**src/rtl/txf_pkg.sv**
```systemverilog
package txf_pkg;

    typedef enum logic [1:0] {
        THR_EIGHT = 2'd0,
        THR_FOUR  = 2'd1,
        THR_TWO   = 2'd2,
        THR_ONE   = 2'd3
    } thr_sel_e;

    typedef struct packed {
        logic room;   // occupancy at or below threshold
        logic ended;  // nothing left to send
        logic pend;   // interrupt request pending
    } txf_state_t;

    localparam txf_state_t TXF_IDLE = '{room: 1'b1, ended: 1'b1, pend: 1'b0};

    function automatic int thr_value(input thr_sel_e sel);
        case (sel)
            THR_EIGHT: return 8;
            THR_FOUR:  return 4;
            THR_TWO:   return 2;
            default:   return 1;
        endcase
    endfunction

endpackage

```
**src/rtl/txf_store.sv**
```systemverilog
module txf_store #(
    parameter int DEPTH  = 16,
    parameter int DATA_W = 8,
    localparam int AW    = $clog2(DEPTH),
    localparam int CNT_W = $clog2(DEPTH + 1)
) (
    input  logic              clk,
    input  logic              rst,
    input  logic              clr,
    input  logic              push,
    input  logic [DATA_W-1:0] push_data,
    input  logic              pop,
    output logic [DATA_W-1:0] head_data,
    output logic [CNT_W-1:0]  count,
    output logic              full,
    output logic              empty
);

    logic [DATA_W-1:0] mem [DEPTH];
    logic [AW-1:0]     wptr;
    logic [AW-1:0]     rptr;

    function automatic logic [AW-1:0] bump(input logic [AW-1:0] p);
        return (p == AW'(DEPTH - 1)) ? '0 : p + AW'(1);
    endfunction

    always_ff @(posedge clk) begin
        if (push && !clr) begin
            mem[wptr] <= push_data;
        end
    end

    always_ff @(posedge clk) begin
        if (rst || clr) begin
            wptr  <= '0;
            rptr  <= '0;
            count <= '0;
        end else begin
            if (push) wptr <= bump(wptr);
            if (pop)  rptr <= bump(rptr);
            count <= count + CNT_W'(push) - CNT_W'(pop);
        end
    end

    assign head_data = mem[rptr];
    assign full      = (count == CNT_W'(DEPTH));
    assign empty     = (count == '0);

    AST_NO_OVERFLOW: assert property (@(posedge clk) disable iff (rst)
        count <= CNT_W'(DEPTH)) else $error("occupancy above depth");
    AST_PUSH_HAS_ROOM: assert property (@(posedge clk) disable iff (rst)
        push |-> (count < CNT_W'(DEPTH))) else $error("push into full store");
    AST_CLR_EMPTIES: assert property (@(posedge clk) disable iff (rst)
        clr |=> (count == '0)) else $error("clear left data behind");

endmodule

```
**src/rtl/txf_flags.sv**
```systemverilog
module txf_flags
    import txf_pkg::*;
#(
    parameter int DEPTH  = 16,
    localparam int CNT_W = $clog2(DEPTH + 1)
) (
    input  logic             clk,
    input  logic             rst,
    input  logic             clr,
    input  logic             push,
    input  logic             push_dma,
    input  logic             pop,
    input  logic [CNT_W-1:0] count,
    input  logic [CNT_W-1:0] thr,
    input  logic             irq_en,
    input  logic             sts_wr,
    input  logic             sts_end_bit,
    input  logic             sts_room_bit,
    output txf_state_t       st
);

    txf_state_t      st_nxt;
    logic [CNT_W-1:0] count_nxt;

    assign count_nxt = count + CNT_W'(push) - CNT_W'(pop);

    always_comb begin
        st_nxt = st;
        if (clr) begin
            st_nxt.room  = 1'b1;
            st_nxt.ended = 1'b1;
            st_nxt.pend  = irq_en;
        end else begin
            // software clears take effect only once the condition is gone
            if (sts_wr) begin
                if (!sts_end_bit && count == '0) begin
                    st_nxt.ended = 1'b0;
                end
                if (!sts_room_bit && count > thr) begin
                    st_nxt.room = 1'b0;
                    st_nxt.pend = 1'b0;
                end
            end
            if (push && push_dma) begin
                st_nxt.ended = 1'b0;
                if (count_nxt > thr) begin
                    st_nxt.room = 1'b0;
                    st_nxt.pend = 1'b0;
                end
            end
            if (pop) begin
                if (count_nxt <= thr) begin
                    st_nxt.room = 1'b1;
                    if (irq_en) st_nxt.pend = 1'b1;
                end
                if (count_nxt == '0) begin
                    st_nxt.ended = 1'b1;
                end
            end
        end
        if (!irq_en) begin
            st_nxt.pend = 1'b0;
        end
    end

    always_ff @(posedge clk) begin
        if (rst) begin
            st <= TXF_IDLE;
        end else begin
            st <= st_nxt;
        end
    end

    AST_DMA_CLEARS_END: assert property (@(posedge clk) disable iff (rst)
        (push && push_dma && !clr) |=> !st.ended) else $error("DMA write left end set");
    AST_DRAIN_SETS_ROOM: assert property (@(posedge clk) disable iff (rst)
        (pop && !clr && count_nxt <= thr) |=> st.room) else $error("drain below threshold left flag clear");
    AST_END_AT_ZERO: assert property (@(posedge clk) disable iff (rst)
        $rose(st.ended) |-> (count == '0)) else $error("end flag rose with data queued");
    AST_RESET_SETS_FLAGS: assert property (@(posedge clk) disable iff (rst)
        clr |=> (st.room && st.ended)) else $error("queue reset did not set flags");

endmodule

```
**src/rtl/tx_threshold_fifo.sv**
```systemverilog
module tx_threshold_fifo
    import txf_pkg::*;
#(
    parameter int DEPTH   = 16,
    parameter int DATA_W  = 8,
    parameter int FIELD_W = 16,
    localparam int CNT_W  = $clog2(DEPTH + 1),
    localparam int CNT_LSB = 8
) (
    input  logic               clk,
    input  logic               rst,
    input  logic               wr_en,
    input  logic               wr_dma,
    input  logic [DATA_W-1:0]  wr_data,
    input  logic               tick,
    input  logic               tx_enable,
    input  logic               loop_mode,
    input  logic [1:0]         thr_sel,
    input  logic               irq_enable,
    input  logic               fifo_rst,
    input  logic               sts_wr,
    input  logic               sts_end_wr,
    input  logic               sts_empty_wr,
    output logic               ser_vld,
    output logic               loop_vld,
    output logic [DATA_W-1:0]  drain_data,
    output logic [FIELD_W-1:0] count_field,
    output logic               flag_empty,
    output logic               flag_end,
    output logic               irq
);

    logic [CNT_W-1:0]  cnt;
    logic [CNT_W-1:0]  thr;
    logic [DATA_W-1:0] head;
    logic              full;
    logic              empty;
    logic              push;
    logic              pop;
    txf_state_t        st;

    assign thr  = CNT_W'(thr_value(thr_sel_e'(thr_sel)));
    assign push = wr_en && !full && !fifo_rst;
    assign pop  = tick && tx_enable && !empty && !fifo_rst;

    txf_store #(.DEPTH(DEPTH), .DATA_W(DATA_W)) u_store (
        .clk       (clk),
        .rst       (rst),
        .clr       (fifo_rst),
        .push      (push),
        .push_data (wr_data),
        .pop       (pop),
        .head_data (head),
        .count     (cnt),
        .full      (full),
        .empty     (empty)
    );

    txf_flags #(.DEPTH(DEPTH)) u_flags (
        .clk          (clk),
        .rst          (rst),
        .clr          (fifo_rst),
        .push         (push),
        .push_dma     (wr_dma),
        .pop          (pop),
        .count        (cnt),
        .thr          (thr),
        .irq_en       (irq_enable),
        .sts_wr       (sts_wr),
        .sts_end_bit  (sts_end_wr),
        .sts_room_bit (sts_empty_wr),
        .st           (st)
    );

    always_ff @(posedge clk) begin
        if (rst) begin
            ser_vld    <= 1'b0;
            loop_vld   <= 1'b0;
            drain_data <= '0;
        end else begin
            ser_vld  <= pop && !loop_mode;
            loop_vld <= pop && loop_mode;
            if (pop) drain_data <= head;
        end
    end

    assign count_field = FIELD_W'(cnt) << CNT_LSB;
    assign flag_empty  = st.room;
    assign flag_end    = st.ended;
    assign irq         = st.pend && irq_enable;

    AST_FULL_DROP: assert property (@(posedge clk) disable iff (rst)
        (wr_en && cnt == CNT_W'(DEPTH) && !pop && !fifo_rst) |=> (cnt == CNT_W'(DEPTH)))
        else $error("write into full queue changed count");
    AST_NO_DRAIN_DISABLED: assert property (@(posedge clk) disable iff (rst)
        !tx_enable |=> !(ser_vld || loop_vld)) else $error("drain while disabled");
    AST_ONE_PATH: assert property (@(posedge clk) disable iff (rst)
        $onehot0({ser_vld, loop_vld})) else $error("both drain paths strobed");

endmodule

```
**config.mk**
```make
export PLATFORM = sky130hd
export DESIGN_NAME = tx_threshold_fifo
export DESIGN_NICKNAME = d
export VERILOG_FILES = /design/src/rtl/txf_pkg.sv /design/src/rtl/txf_store.sv /design/src/rtl/txf_flags.sv /design/src/rtl/tx_threshold_fifo.sv
export SDC_FILE = /design/constraint.sdc
export NUM_CORES = 1
export LEC_CHECK = 0
export BUFFER_PORTS_ARGS = -buffer_cell sky130_fd_sc_hd__clkbuf_2
export CAP_MARGIN = 20
export CORE_UTILIZATION = 31
export CTS_CLUSTER_DIAMETER = 30
export CTS_CLUSTER_SIZE = 16
export DETAILED_ROUTE_END_ITERATION = 10
export PLACE_DENSITY_LB_ADDON = 0.12
export SLEW_MARGIN = 20
export SYNTH_ARGS = -nofsm -noshare
export SYNTH_HDL_FRONTEND = slang
export SYNTH_SLANG_ARGS = --single-unit
```
**constraint.sdc**
```tcl
create_clock -name clk -period 11.28 [get_ports clk]
set_input_delay 0 -clock clk [delete_from_list [all_inputs] [get_ports clk]]
set_output_delay 0 -clock clk [all_outputs]
set_load 0.05 [all_outputs]
```
==> flow_summary.ini <==
[run_status]
outcome = completed

[yosys]
synth.ff_latch_count = 154
postSynthCellCount = 393
netlist-cell-type-count = 45
seq_area_frac_synth = 0.6752
syn-cell-area_um2 = 6464
synth_area_leaders = edfxtp_1 59%, mux4_2 11%, dfxtp_1 8.1%, ha_1 3.7%, nand2b_1 1.6%
synth_top_cell_by_area = edfxtp_1
synth_ff_type = edfxtp_1
synth.most_common_cell = edfxtp_1
avgSynthCellArea_um2 = 16.45
synth.top_cell.area_share = 0.5947
synth_commonest_cells = 128 x edfxtp_1, 32 x mux4_2, 27 x nor2_1
synthArstFlopShare = 0
yosysWarnings = 0
synth-edff-count = 128

[sta]
rsz0062_at_grt = false
tightest_slew_ns = 1.007
drv_slew = 0
fmax_mhz = 232.6
clock_skew_ns = 0.01057
finalCritPeriodShare = 0.3811
fin_tns_setup_ns = 0
slew_headroom = 0.3259
hold_viol_final = 0
setup_viol = 0
min_period_ns = 4.299

[floorplan]
core-area_um2 = 20360
start_util = 0.3174
die_w_um = 146.4
rows = 52
dieArea_um2 = 21430
io_pins = 51
fp.dieH_um = 146.4

[worst_setup_path]
path_common_cell = ha_1
crit_chain = inv_1 -> ha_1 -> nor4b_1 -> nor3_2 -> buf_4 -> ha_1 -> inv_1 -> ha_1 -> inv_1 -> fa_1 -> xnor2_1 -> ha_1 -> a211oi_1 -> o21ai_0 -> nand4_1 -> o2111ai_1 -> a21oi_1 -> dlygate4sd3_1
slowest_delay_ns = 0.55
path_buf_inv = 5
required_ns = 11.64
crit_path_start_kind = flop
cp_top_family = adder cells
cp_max_fo = 17
cp-end-kind = flop
worst_path_max_delay_cell = dlygate4sd3_1
crit_arrival_ns = 4.66
worstSetupPathType = reg -> reg

[cells_and_area]
diodes = 0
fin_area_um2 = 7541
syn_to_final_growth_pct = 16.67
fin_util = 0.3703
drive_gt1_frac = 0.2489
fin_nets = 487

[route]
ant_nets = 0
wl_per_cell_um = 19.25
drc_errors = 0
dr.pass1.iters = 4
routed_wl_um = 14020
drt_iter0_drc = 226
vias_per_cell = 4.713
vias = 3431

[grt]
grt_pass1_vias = 3552
grt.overflow.total = 0
grt_first_pass_wirelength_um = 21890
antenna_found_initial = 0
grt_usage = 0.1411
grt_max_degree = 38

[power_and_ir_drop]
cellLeakagePower_uw = 0.002532
power_density_nw_per_um2 = 162.5
power.total_uw = 1225
irDropWorstVdd_mv = 0.1103

[placement]
io_buffers = 39
dpl.hpwl_um = 8959
dpl-instance-area_um2 = 6899
gp_congestion = 0.7504

[clock_network]
clock_path_buffers = 2
htree_levels = 4
cts_buffers = 17
cts_resized = 0
clock_latency_ns = 0.42
clk_pin_slew_worst_paths_ns = 0.06
clockRootBuffer = clkbuf_16
numClockSinks = 154
cts_tree = yes

[run]
max-cap-violations = 0

[worst_hold_path]
min_path_type = in -> reg
-- cells in the final DEF (no fill, tap or decap), types with 2 or more instances in the layout --
cell type / count
inv_6: 4
edfxtp_1: 128
mux4_2: 32
dlygate4sd3_1: 10
inv_1: 14
nor2b_1: 5
conb_1: 11
a22o_1: 8
nor3_2: 5
nand2_1: 14
or2_2: 2
nor2_1: 27
and2_1: 3
buf_4: 3
o21ai_0: 6
clkbuf_16: 17
nand4_1: 2
a221oi_1: 7
nand2b_1: 17
a31oi_1: 4
xnor2_1: 4
clkinv_4: 2
clkbuf_2: 39
clkinvlp_4: 4
xor2_1: 2
mux2i_1: 4
dfxtp_1: 25
o22ai_1: 8
clkinv_1: 3
inv_8: 2
ha_1: 19
a21oi_1: 9
-- layout make-up --
class	instances	area [um2]
fillers	1931	12820
clock inverters	15	116.4
clock buffers	17	425.4
multi-input cells	206	1926
inverters	14	52.55
repair buffers	52	317.8
well taps	270	337.8
flip-flops and latches	154	4365
-- per-stage QoR --
stage,instances,setup WS (ns),hold slack (ns)
after detailed placement,686,7.572,0.1827
after CTS,728,6.987,0.01294
after global placement,686,7.725,0.1748
final,728,6.981,0.02665
after floorplan,403,7.273,0.07238
after global routing,728,6.573,0.02933
-- where the power goes --
part	switching (uW)	internal, uW
logic	52.1	26.6
clock network	239	285
registers	2.72	620
total	294	931
-- registers in the layout, indices dropped and copies added (netlist names) --
signal	cells
u_flags.st	3
u_store.wptr	4
ser_vld	1
u_store.count	5
u_store.rptr	4
loop_vld	1
drain_data	8
u_store.mem	128
-- final timing paths --
kind / to / cells past startpoint / slack (ns) / startpoint
min: u_store.mem[7][2] / 1 / 0.03 / wr_data[2]
min reg2reg: u_flags.st[2] / 2 / 0.47 / u_flags.st[2]
max: u_flags.st[0] / 18 / 6.98 / u_store.count[2]
max reg2reg: u_flags.st[0] / 18 / 6.98 / u_store.count[2]
-- cell families (layout without fill, tap and decap cells) --
kind of cell               Yosys count  count (layout)  synth area share
xor gates and xnor gates             6               6          0.008130
buffers and inverters               43              98           0.03581
other                                1              11         0.0005802
and+or+nand+nor                     84              84           0.06930
muxes                               36              36            0.1177
AOI/OAI and AO/OA                   49              49           0.05343
adders and majority gates           20              20           0.03988
DFF                                154             154            0.6752
-- routing by layer --
layer  GRT usage  part of all wire  vias up
met2      0.2145              0.47       86
met4     0.04844            0.0077        0
met1      0.1980              0.49     1728
met3     0.03313             0.038        7
li1            -                 -     1610
met5           0                 0        -
-- repair_timing --
item / CTS / global route
hold buffers: 10 / 0
buffers inserted: 0 / 0
hold endpoints to repair: 7 / 0
Power figures use the tool's default switching activity.
